===== config.mk =====
export PLATFORM = sky130hd
export DESIGN_NAME = stepper_phase_seq
export DESIGN_NICKNAME = d
export VERILOG_FILES = /design/src/rtl/stepper_seq_pkg.sv /design/src/rtl/step_rate_gate.sv /design/src/rtl/step_phase_track.sv /design/src/rtl/step_coil_decode.sv /design/src/rtl/stepper_phase_seq.sv
export SDC_FILE = /design/constraint.sdc
export NUM_CORES = 1
export LEC_CHECK = 0
export BUFFER_PORTS_ARGS = -buffer_cell sky130_fd_sc_hd__buf_4
export CAP_MARGIN = 15
export CORE_UTILIZATION = 52
export DETAILED_ROUTE_END_ITERATION = 12
export PLACE_DENSITY_LB_ADDON = 0.25
export SLEW_MARGIN = 20
export SYNTH_ARGS = -nofsm -noshare
export SYNTH_HDL_FRONTEND = slang
export SYNTH_SLANG_ARGS = --single-unit

===== constraint.sdc =====
create_clock -name clk_i -period 2.17 [get_ports clk_i]
set_input_delay 0.1085 -clock clk_i [delete_from_list [all_inputs] [get_ports clk_i]]
set_output_delay 0.1085 -clock clk_i [all_outputs]
set_load 0.01 [all_outputs]

===== src/rtl/stepper_seq_pkg.sv =====
package stepper_seq_pkg;
  localparam int unsigned PHASES = 8;
  typedef logic [2:0] phase_t;
  typedef logic [3:0] coil_t;  // {A,B,C,D}, 0 energizes

  function automatic coil_t phase_pattern(phase_t p);
    case (p)
      3'd0: phase_pattern = 4'b0011;
      3'd1: phase_pattern = 4'b1011;
      3'd2: phase_pattern = 4'b1001;
      3'd3: phase_pattern = 4'b1101;
      3'd4: phase_pattern = 4'b1100;
      3'd5: phase_pattern = 4'b1110;
      3'd6: phase_pattern = 4'b0110;
      default: phase_pattern = 4'b0111;
    endcase
  endfunction
endpackage


===== src/rtl/step_rate_gate.sv =====
module step_rate_gate #(
  parameter int unsigned IW      = 20,
  parameter int unsigned MIN_GAP = 125000
) (
  input  logic          clk_i,
  input  logic          rst_ni,
  input  logic          enable_i,
  input  logic          auto_i,
  input  logic          req_i,
  input  logic [IW-1:0] interval_i,
  output logic          step_o,
  output logic          overrun_o
);
  localparam logic [IW-1:0] MinGap = IW'(MIN_GAP);

  logic [IW-1:0] gap_q, eff_gap;
  logic          ready_min, ready_auto, reject, overrun_q;

  // clamp the programmed interval to the minimum spacing
  assign eff_gap    = (interval_i < MinGap) ? MinGap : interval_i;
  assign ready_min  = gap_q >= MinGap;
  assign ready_auto = gap_q >= eff_gap;
  assign step_o     = enable_i & (auto_i ? ready_auto : (req_i & ready_min));
  assign reject     = enable_i & ~auto_i & req_i & ~ready_min;
  assign overrun_o  = overrun_q;

  always_ff @(posedge clk_i or negedge rst_ni) begin
    if (!rst_ni) begin
      gap_q     <= '1;
      overrun_q <= 1'b0;
    end else begin
      if (step_o)           gap_q <= IW'(1);
      else if (gap_q != '1) gap_q <= gap_q + IW'(1);
      if (reject) overrun_q <= 1'b1;
    end
  end

  p_overrun_sticky_r8: assert property (@(posedge clk_i) disable iff (!rst_ni)
    overrun_q |=> overrun_q);
  p_disabled_quiet_r10: assert property (@(posedge clk_i) disable iff (!rst_ni)
    !enable_i |=> $stable(overrun_q));
endmodule


===== src/rtl/step_phase_track.sv =====
module step_phase_track
  import stepper_seq_pkg::*;
#(
  parameter int unsigned PW = 16
) (
  input  logic          clk_i,
  input  logic          rst_ni,
  input  logic          step_i,
  input  logic          half_i,
  input  logic          dir_i,
  output phase_t        phase_o,
  output logic [PW-1:0] pos_o
);
  phase_t        phase_q, delta;
  logic [PW-1:0] pos_q;

  // an odd phase in full-step mode realigns by one half step
  assign delta   = (half_i || phase_q[0]) ? 3'd1 : 3'd2;
  assign phase_o = phase_q;
  assign pos_o   = pos_q;

  always_ff @(posedge clk_i or negedge rst_ni) begin
    if (!rst_ni) begin
      phase_q <= '0;
      pos_q   <= '0;
    end else if (step_i) begin
      if (dir_i) begin
        phase_q <= phase_q + delta;
        pos_q   <= pos_q + PW'(delta);
      end else begin
        phase_q <= phase_q - delta;
        pos_q   <= pos_q - PW'(delta);
      end
    end
  end

  p_full_even_r3: assert property (@(posedge clk_i) disable iff (!rst_ni)
    step_i && !half_i |=> !phase_q[0]);
  p_pos_tracks_phase_r7: assert property (@(posedge clk_i) disable iff (!rst_ni)
    step_i |=> (pos_q[2:0] - $past(pos_q[2:0])) == (phase_q - $past(phase_q)));
  p_hold_r10: assert property (@(posedge clk_i) disable iff (!rst_ni)
    !step_i |=> $stable(phase_q) && $stable(pos_q));
  p_half_move_r4: assert property (@(posedge clk_i) disable iff (!rst_ni)
    step_i && half_i && dir_i |=> phase_q == $past(phase_q) + 3'd1);
endmodule


===== src/rtl/step_coil_decode.sv =====
module step_coil_decode
  import stepper_seq_pkg::*;
(
  input  logic   clk_i,
  input  logic   rst_ni,
  input  logic   enable_i,
  input  phase_t phase_i,
  output coil_t  coil_o
);
  assign coil_o = enable_i ? phase_pattern(phase_i) : '1;

  p_released_r10: assert property (@(posedge clk_i) disable iff (!rst_ni)
    !enable_i |-> coil_o == 4'b1111);
  p_two_low_r3: assert property (@(posedge clk_i) disable iff (!rst_ni)
    enable_i && !phase_i[0] |-> $countones(~coil_o) == 2);
  p_one_low_r4: assert property (@(posedge clk_i) disable iff (!rst_ni)
    enable_i && phase_i[0] |-> $countones(~coil_o) == 1);
endmodule


===== src/rtl/stepper_phase_seq.sv =====
module stepper_phase_seq
  import stepper_seq_pkg::*;
#(
  parameter int unsigned IW      = 20,
  parameter int unsigned MIN_GAP = 125000,
  parameter int unsigned PW      = 16
) (
  input  logic          clk_i,
  input  logic          rst_ni,
  input  logic          enable_i,
  input  logic          half_i,
  input  logic          dir_i,
  input  logic          auto_i,
  input  logic          step_req_i,
  input  logic [IW-1:0] interval_i,
  output logic [3:0]    coil_o,
  output logic [PW-1:0] position_o,
  output logic          overrun_o
);
  logic   step;
  phase_t phase;

  step_rate_gate #(.IW(IW), .MIN_GAP(MIN_GAP)) i_gate (
    .clk_i, .rst_ni, .enable_i, .auto_i,
    .req_i      (step_req_i),
    .interval_i,
    .step_o     (step),
    .overrun_o
  );

  step_phase_track #(.PW(PW)) i_track (
    .clk_i, .rst_ni,
    .step_i  (step),
    .half_i, .dir_i,
    .phase_o (phase),
    .pos_o   (position_o)
  );

  step_coil_decode i_decode (
    .clk_i, .rst_ni, .enable_i,
    .phase_i (phase),
    .coil_o
  );

  // independent spacing monitor
  logic [IW:0] since_q;
  always_ff @(posedge clk_i or negedge rst_ni) begin
    if (!rst_ni)               since_q <= '1;
    else if (step)             since_q <= (IW+1)'(1);
    else if (since_q != '1)    since_q <= since_q + 1'b1;
  end

  p_min_gap_r8: assert property (@(posedge clk_i) disable iff (!rst_ni)
    step |-> since_q >= (IW+1)'(MIN_GAP));
endmodule


* Yosys cells after proc, flatten, opt, wreduce, memory -nomap -nowiden *
Cells that the tools add are included.

word-level totals
  register bits after elaboration = 40
  input bits = 27

cells by class
  add/sub/neg operators = 5
  order comparisons = 3
  equality and inequality tests = 7
  muxes and demuxes = 9
  bitwise gates (word level) = 7
  reductions and logical operators = 3

operators with widths
  operator                                                                               number
  20-bit two-way mux                                                                     3
  4-bit one-hot mux with 7 select lines                                                  1
  20-bit by 1-bit adder with 20-bit output, second input constant                        1
  20-bit by 17-bit greater-or-equal comparator with 1-bit output, second input constant  1
  20-bit greater-or-equal comparator                                                     1
  20-bit by 17-bit less-than comparator with 1-bit output, second input constant         1
  20-bit inequality test, second input constant                                          1
  16-bit by 3-bit adder with 16-bit output                                               1
  16-bit two-way mux                                                                     1
  16-bit by 3-bit subtractor with 16-bit output                                          1
  3-bit equality test, second input constant                                             3
  3-bit by 2-bit equality test with 1-bit output, second input constant                  2
  1-bit AND                                                                              5
  4-bit two-way mux                                                                      1
  3-bit adder                                                                            1
  3-bit by 1-bit equality test with 1-bit output, second input constant                  1
  3-bit logical NOT                                                                      1
  3-bit two-way mux                                                                      1
  3-bit subtractor                                                                       1
  2-bit two-way mux                                                                      1
  1-bit inverter                                                                         2
  2-bit nonzero test                                                                     1
  1-bit logical OR                                                                       1
  1-bit two-way mux                                                                      1

* Logic depth before layout (Yosys ltp) *
Gate-level depths: netlist of run 1.

  word-level depth = 6
  mapped depth = 16
  gate-level depth less buffers = 14

* By module *
From an unflattened synthesis of run 1, not the netlist that was laid out.

second synthesis, totals
  cell total of the unflattened synthesis = 371
  area, all modules = 3415.8 um2

modules (own cells, without submodules)
  module            instances  cells each  area each (um2)  sequential area each (um2)
  step_rate_gate    1          207         1841.8           550.5
  step_phase_track  1          156         1511.4           475.5
  step_coil_decode  1          8           62.6             0.0

* Least setup slack after synthesis of run 1 *
Ideal clock, no wire load.

  path type = input to register
  from = input interval_i[10]
  to = register i_track.pos_q[0], in the netlist i_track.pos_o[0]
  setup time = 116 ps
  arrival = 2746 ps
  setup slack = -693 ps
  stages = 15
  path buffers = 2
  path through = or4_1 a21oi_1 nor2_1 nor2_2 nand2_2 and2_1 ha_1 o211ai_1 a211oi_1 o311a_1 o21a_1 buf_6 buf_6 nand2_1 nand2_1

on the way
  word-level cells in the longest chain between the ends = 5

ends and longest elaborated chain
  what                                                     RTL line                 RTL
  start, declared                                          stepper_phase_seq.sv:15  input logic [IW-1:0] interval_i,
  20-bit by 17-bit less-than comparator with 1-bit output  step_rate_gate.sv:20     assign eff_gap = (interval_i < MinGap) ? MinGap : interval_i;
  20-bit two-way mux *                                     step_rate_gate.sv:20
  20-bit greater-or-equal comparator *                     step_rate_gate.sv:22     assign ready_auto = gap_q >= eff_gap;
  1-bit two-way mux *                                      step_rate_gate.sv:23     assign step_o = enable_i & (auto_i ? ready_auto : (req_i & ready_min));
  1-bit AND *                                              step_rate_gate.sv:23
  end signal, assigned                                     step_phase_track.sv:29   pos_q <= pos_q + PW'(delta);
  end signal, assigned                                     step_phase_track.sv:32   pos_q <= pos_q - PW'(delta);
  end, declared                                            step_phase_track.sv:15   logic [PW-1:0] pos_q;

Every way passes the cells marked *; elsewhere a longest branch is shown, timed or not.
A chain may end at the register's enable or synchronous reset.

* Worst setup path after layout of run 1 *
  from = input interval_i[10]
  to = register i_track.pos_q[9], in the netlist i_track.pos_o[9]

Same word-level chain as after synthesis.

==> results.toml, run 1 <==
[outcome]
status = "complete, but fails checks"
violations = "setup timing"

[worst_setup_path]
cp_max_fo = 10
crit_chain = "buf_6 > or4_4 > nor2_1 > o31ai_1 > nand2_4 > and2_4 > ha_4 > o211ai_1 > a211oi_2 > o311a_1 > o21ai_2 > buf_6 > buf_12 > nand2_1 > o21ai_1"
start_kind = "primary input"
r2r_cells = 10
end_kind = "register"
cp_slowest_cell = "or4_4"
cp_slowest_stage_delay_ns = 0.54
crit_top_cell = "buf_6"
crit_type = "primary input to register"
worstPathRequired_ns = 2.37
crit_arrival_ns = 3.20
startpoint = "interval_i[10]"
r2r-start = "i_track.phase_o[0]"

[global_route]
globalRouteOverflowTotal = 0
antenna_found_initial = 0
first_global_vias = 3346
grt_max_degree = 41
grt_pass1_wl_um = 15700
grt_use_total_pct = 31.9

[routing]
vias_per_cell = 6.19
dr_wl_met3_um = 765
vias = 3509
wl_met1_um = 4220
routed_wl_um = 11000
drt_iter0_drc = 249
wl_per_cell_um = 19.5
wl_met2_um = 5450
routed.top_layer = "met4"
drc = 0
antenna_left = 0
dr.pass1.iters = 9

[pwr]
ir_drop_v = 0.000875
leakagePower_nw = 2.24
p_per_area_nw_per_um2 = 1030
finalPower_mw = 4.93

[synthesis]
synthArstFlopShare_pct = 100
yosysWarningCount = 0
yosys.cell_types.count = 51
synth.avg_cell_area_um2 = 8.75
synth_edf_count = 0
synthFlopType = "dfstp_2"
ys_ff_latch = 40
synthesis.nets = 430
synth_top_area_share_pct = 16.5
syn_inst = 364
synth_top_cell_by_area = "dfstp_2"
seq_area_frac_synth_pct = 32.2
synth.area.top_cells = "dfstp_2, dfrtp_1, ha_1"
netlist_area_um2 = 3190

[floorplanning]
die_x_um = 80.3
fp.dieArea_um2 = 6450
initial_core_util_pct = 53.8
core_um2 = 5920
io_pins = 48
die_h_um = 80.3
rows = 28

[placed_design]
finalWeightedCongestion = 0.949
placed_cells = 545
io_buffers = 47
hpwl_um = 6210
placed_cell_area_um2 = 4110

[cts]
clock_latency_ns = 0.29
numCtsBuffers = 5
htreeDepth = 2
clk_pin_slew_ns = 0.08
clock-root-buffer = "clkbuf_8"
clk_path_buf_depth = 2
clock_sinks = 40
cts_tree = "built"

[final_layout]
fin_nets = 557
drive_above_1_share_pct = 45.5
instances_no_fill = 567
n_antenna_cell = 0
syn2layout_area_growth_pct = 50.1
final_cell_area_um2 = 4780

[sta]
setup_viol = 39
final-hold-violation-count = 0
tightest_slew_ns = 0.766
fin_ws_ns = -0.824
fmax_mhz = 334
fin_skew_ns = 0.00472
min_period_ns = 2.99
slew_viol_final = 0
rsz0062_at_grt = "yes"
maxSlewHeadroom_pct = 48.5
fin_crit_sh_pct = 138

[hold_path]
min_path_type = "primary input to register"
holdCritStartpoint = "step_req_i"
hold_depth = 2

[job]
drv_cap = 0
==> worst max-delay path: cells and delay by family <==
kind                       cells  cell delay [ns]
adders and majority gates      1             0.19
and+or+nand+nor                5             1.16
buffers and inverters          3             0.41
AOI/OAI and AO/OA              6             1.33
==> Yosys cell counts, drive strengths merged (2+ instances only) <==
cell	number
nand2	53
ha	37
nor2	36
a21oi	25
o21ai	25
dfrtp	20
dfstp	20
xor2	20
nand3	15
inv	12
xnor2	11
nand4	10
nor3	8
buf	6
a211oi	5
a21o	5
nand2b	5
and3	4
and4	4
a31o	3
and2	3
mux2i	3
nor2b	3
o211ai	3
o21bai	3
o31ai	3
or4	3
fa	2
nand3b	2
nor4	2
o31a	2
==> path summary, 6_finish.rpt <==
kind | slack, ns | endpoint
setup / recovery | -0.82 | i_track.pos_o[9]
hold / removal | 0.07 | i_gate.overrun_o
setup reg to reg | -0.49 | i_track.pos_o[13]
hold reg to reg | 0.49 | i_gate.overrun_o
max in group asynchronous | 1.45 | i_gate.gap_q[0]
min in group asynchronous | 0.33 | i_track.pos_o[5]
==> per-layer routing <==
metal	vias up	track usage, %
met3	67	4.32
met2	211	55.4
li1	1563	-
met1	1668	39.6
met4	0	13.0
met5	-	0
==> power breakdown <==
group          total [mW]  internal [mW]  switching (mW)
Clock               0.636          0.342           0.294
Combinational        3.00           1.45            1.55
Sequential           1.29           1.04           0.258
==> layout make-up <==
cell class,instances,area [µm²]
Multi-Input combinational cell,305,2420
Clock inverter,2,35.0
Tap cell,75,93.8
Timing Repair Buffer,127,1090
Inverter,12,45.0
Sequential cell,40,1030
Clock buffer,6,72.6
Fill cell,329,1140
==> repair_timing <==
| action | 4_1_cts | 5_1_grt |
|---|---|---|
| pin swaps | 6 | 26 |
| gates resized for setup | 68 | 43 |
| setup endpoints to repair | 39 | 39 |
| hold endpoints to repair | 20 | 0 |
| gates cloned | 2 | 2 |
| hold buffers | 1 | 0 |
| setup buffers | 5 | 7 |
==> metrics by stage <==
stage	setup slack, ns	utilization [%]	TNS [ns]	hold WS, ns
4_1_cts	-0.469	77.4	-16.31	0.0579
3_5_place_dp	-0.945	69.4	-32.18	0.123
2_1_floorplan	-0.652	-	-22.56	-0.187
3_3_place_gp	-0.797	69.4	-27.65	0.115
6_report	-0.824	80.8	-27.89	0.0669
5_1_grt	-0.913	80.8	-31.15	0.0666
==> cell families after synthesis <==
family,count (synthesis),synth area share [%]
adder cells (fa/ha/maj),39,15.8
multiplexers,4,1.30
AO/OA/AOI/OAI,81,15.8
buffers and inverters,19,3.06
XOR/XNOR,31,8.52
flip-flops,40,32.2
AND/OR/NAND/NOR,150,23.4
==> cells in the final DEF (no fill, tap or decap), types with 4 or more instances in the layout <==
| cell type | n |
|---|---|
| and3_1 | 4 |
| nor2_1 | 15 |
| dfstp_2 | 20 |
| xnor2_1 | 10 |
| ha_1 | 34 |
| nor2_4 | 17 |
| buf_12 | 4 |
| xor2_1 | 20 |
| o21ai_1 | 10 |
| buf_4 | 106 |
| buf_6 | 14 |
| nand2b_1 | 4 |
| o21ai_0 | 13 |
| nand3_1 | 14 |
| dfrtp_1 | 20 |
| clkbuf_8 | 5 |
| nand2_1 | 39 |
| a21oi_2 | 7 |
| nand4_1 | 9 |
| a21oi_1 | 18 |
| nor3_1 | 5 |
| inv_1 | 12 |
| nor2_2 | 4 |
| nand2_2 | 12 |
| a21o_1 | 5 |
==> sequential cells by signal (all words and copies together) (netlist names) <==
register and count:
i_gate.gap_q 20, i_track.pos_o 16, i_track.phase_o 3, i_gate.overrun_o 1
(Power assumes the default switching activity.)
==> run 2: changes to the inputs <==
--- a/config.mk
+++ b/config.mk
@@ -5,12 +5,12 @@
 export SDC_FILE = /design/constraint.sdc
 export NUM_CORES = 1
 export LEC_CHECK = 0
+export ABC_AREA = 1
 export BUFFER_PORTS_ARGS = -buffer_cell sky130_fd_sc_hd__buf_4
 export CAP_MARGIN = 15
-export CORE_UTILIZATION = 52
+export CORE_UTILIZATION = 54
 export DETAILED_ROUTE_END_ITERATION = 12
 export PLACE_DENSITY_LB_ADDON = 0.25
-export SLEW_MARGIN = 20
 export SYNTH_ARGS = -nofsm -noshare
 export SYNTH_HDL_FRONTEND = slang
 export SYNTH_SLANG_ARGS = --single-unit
==> constraint.sdc (replaced) <==
create_clock -name clk_i -period 2.17 [get_ports clk_i]
set_input_delay 0.434 -clock clk_i [delete_from_list [all_inputs] [get_ports clk_i]]
set_output_delay 0.434 -clock clk_i [all_outputs]
set_load 0.01 [all_outputs]
==> run 2 against run 1 <==
The flow still finishes with violations (setup timing). Sequential cell count did not move. Total power fell by 8.4%. Area after synthesis rose by 26%. Sequential power barely moved. Global-route usage fell by 3.0 points. Critical endpoint is now i_gate.gap_q[15].
==> results.toml, run 2 <==
[worst_setup_path]
cp_slowest_cell = "a31oi_4"
crit_arrival_ns = 2.91
critical_path_buf_inv_count = 3
cp_max_fo = 7
worst-path-stages = 18
end_kind = "register"
rrSetupSlack_ns = 0
r2r-end = "i_track.pos_o[14]"
cpLargestDelayFamily = "simple AND/OR/NAND/NOR gates"
cp-endpoint = "i_gate.gap_q[15]"
crit_chain = "buf_6 > nor3_4 > o211ai_1 > a31oi_4 > nand2_4 > nand2_2 > inv_2 > ha_4 > nand2_4 > nor2_4 > nand4_1 > nor2b_4 > nand2_2 > nand2_4 > nand2_8 > buf_12 > nand2_8 > nand2_2"
crit_type = "primary input to register"
worstPathRequired_ns = 2.40
startpoint = "interval_i[10]"
cp_slowest_stage_delay_ns = 0.32
r2r_cells = 13
start_kind = "primary input"
r2r-start = "i_track.phase_o[0]"

[final_layout]
layout_commonest_cell = "nand2_1"
fin_nets = 781
largest_reg_flops = 20
drive_above_1_share_pct = 35.2
syn2layout_area_growth_pct = 37.4
fin_util_pct = 76.5
regMostFlops = "i_gate.gap_q"
n_fill_cell = 553
final_cell_mix = "nand2_1, inv_1, buf_4"
n_antenna_cell = 0

[synthesis]
synthesis.nets = 685
synth_edf_count = 0
synth_top_cell_by_area = "nand2_1"
synth_commonest_cells = "nand2_1, inv_1, nor2_1"
synth.avg_cell_area_um2 = 6.49
seq_area_frac_synth_pct = 25.5
syn_inst = 619
synth_top_area_share_pct = 20.9
yosysMostFrequentCell = "nand2_1"
ys_ff_latch = 40
netlist_area_um2 = 4020
synthArstFlopShare_pct = 100
synth.area.top_cells = "nand2_1, dfstp_2, dfrtp_1"
yosysWarningCount = 0
synthFlopType = "dfstp_2"
yosys.cell_types.count = 38

[outcome]
violations = "setup timing"
status = "complete, but fails checks"

[sta]
maxSlewHeadroom_pct = 66.4
fmax_mhz = 374
timing.hold.ws_ns = 0.0947
fin_ws_ns = -0.506
slew_viol_final = 0
rsz0062_at_grt = "yes"
setup_viol = 39
fin_skew_ns = 0.00643
final-hold-violation-count = 0
fin_crit_sh_pct = 123
min_period_ns = 2.68
tightest_slew_ns = 0.504

[global_route]
grt_pass1_wl_um = 17500
grt_max_degree = 41
grt_use_total_pct = 29.0
antenna_found_initial = 0
globalRouteOverflowTotal = 0
first_global_vias = 4149

[routing]
drt_iter0_drc = 200
antenna_left = 0
dr.pass1.iters = 5
routed_wl_um = 11700
drc = 0
vias_per_cell = 5.26
vias = 4288
wl_per_cell_um = 14.4

[floorplanning]
die_x_um = 88.3
initial_core_util_pct = 55.7
core_um2 = 7210
die_h_um = 88.3
fp.dieArea_um2 = 7790
rows = 31
io_pins = 48

[cts]
cts_hold_buf = 0
cts_tree = "built"
clock_latency_ns = 0.30
htreeDepth = 2
clock-root-buffer = "clkbuf_8"
numCtsBuffers = 5
clk_path_buf_depth = 2
clock_sinks = 40
clk_pin_slew_ns = 0.09

[hold_path]
min_path_type = "primary input to asynchronous set/reset pin"

[job]
drv_cap = 0

[placed_design]
hpwl_um = 8210
finalWeightedCongestion = 0.912
io_buffers = 47

[pwr]
leakagePower_nw = 2.90
p_per_area_nw_per_um2 = 818
ir_drop_v = 0.000638
==> run 2: cell count changes after synthesis, sizes merged, moves of 6 or more <==
cell,previous run,this run
nand2,53,229
inv,12,100
nand3,15,57
nor2,36,60
o21ai,25,15
a21oi,25,16
xnor2,11,3
xor2,20,12
nor3,8,14
==> run 2: how the worst min path moves through the flow <==
stage	cells past startpoint	start	endpoint
after floorplan	0	rst_ni	i_gate.overrun_o
after global placement	1	rst_ni	i_track.pos_o[4]
after detailed placement	1	rst_ni	i_track.pos_o[5]
after CTS	1	rst_ni	i_track.pos_o[3]
after global routing	1	rst_ni	i_track.pos_o[3]
final	1	rst_ni	i_track.pos_o[3]
==> run 2: power breakdown <==
group / internal [mW] / switching (mW)
combinational: 1.17 / 1.46
clock: 0.342 / 0.283
sequential: 0.984 / 0.280
total: 2.49 / 2.02
==> run 2: through the flow <==
stage	instances	TNS [ns]	setup slack, ns	instance area (µm²)	total power [mW]
finish	815	-18.29	-0.506	5520	4.52
global route	815	-24.31	-0.658	5520	4.93
CTS	810	-11.92	-0.337	5130	4.37
detailed placement	796	-32.49	-0.889	4800	3.69
global placement	796	-27.95	-0.742	4800	3.60
floorplan	619	-12.57	-0.372	4110	2.79
==> run 2: layout make-up <==
cell class,count,area [µm²],area share [%]
Multi-Input combinational cell,471,3020,54.7
Sequential cell,40,1030,18.6
Timing Repair Buffer,96,837,15.2
Inverter,100,400,7.25
Tap cell,99,124,2.24
Clock buffer,6,72.6,1.31
Clock inverter,2,35.0,0.634
Timing Repair inverter,1,8.76,0.159
==> run 2: worst reg2reg max path, stage by stage (launching register included) <==
cell and delay, ns:
dfrtp_1 0.38, or2_2 0.32, ha_1 0.23, fa_1 0.39, nand3_1 0.08, nand2_1 0.11
nand2_1 0.08, nand2_1 0.09, nand2_1 0.12, nand2_1 0.06, nand2_1 0.06, nand2_1 0.04
nand3_1 0.07, nand2_1 0.05
==> run 2: what timing repair did <==
action / in CTS / in global routing
setup buffers: 5 / 2
cloned: 1 / 4
hold endpoints to repair: 0 / 0
resized for setup: 48 / 84
setup endpoints to repair: 39 / 39
pin swaps: 5 / 34
==> run 2: kinds of logic (layout without fill, tap and decap cells) <==
logic type / after synthesis / after routing / synth area share [%]
buffers and inverters: 109 / 205 / 11.6
AOI/OAI and AO/OA: 37 / 37 / 4.95
adders and majority gates: 39 / 39 / 12.5
DFF: 40 / 40 / 25.5
xor gates and xnor gates: 15 / 15 / 3.27
and+or+nand+nor: 379 / 380 / 42.2
==> run 2: routing by layer <==
layer | vias to the layer above | global-route usage [%] | routed length, µm
met5 | - | 0 | 0
met4 | 0 | 11.1 | 289
met3 | 27 | 2.99 | 385
met2 | 114 | 58.2 | 6420
met1 | 2004 | 30.5 | 4630
li1 | 2143 | - | -
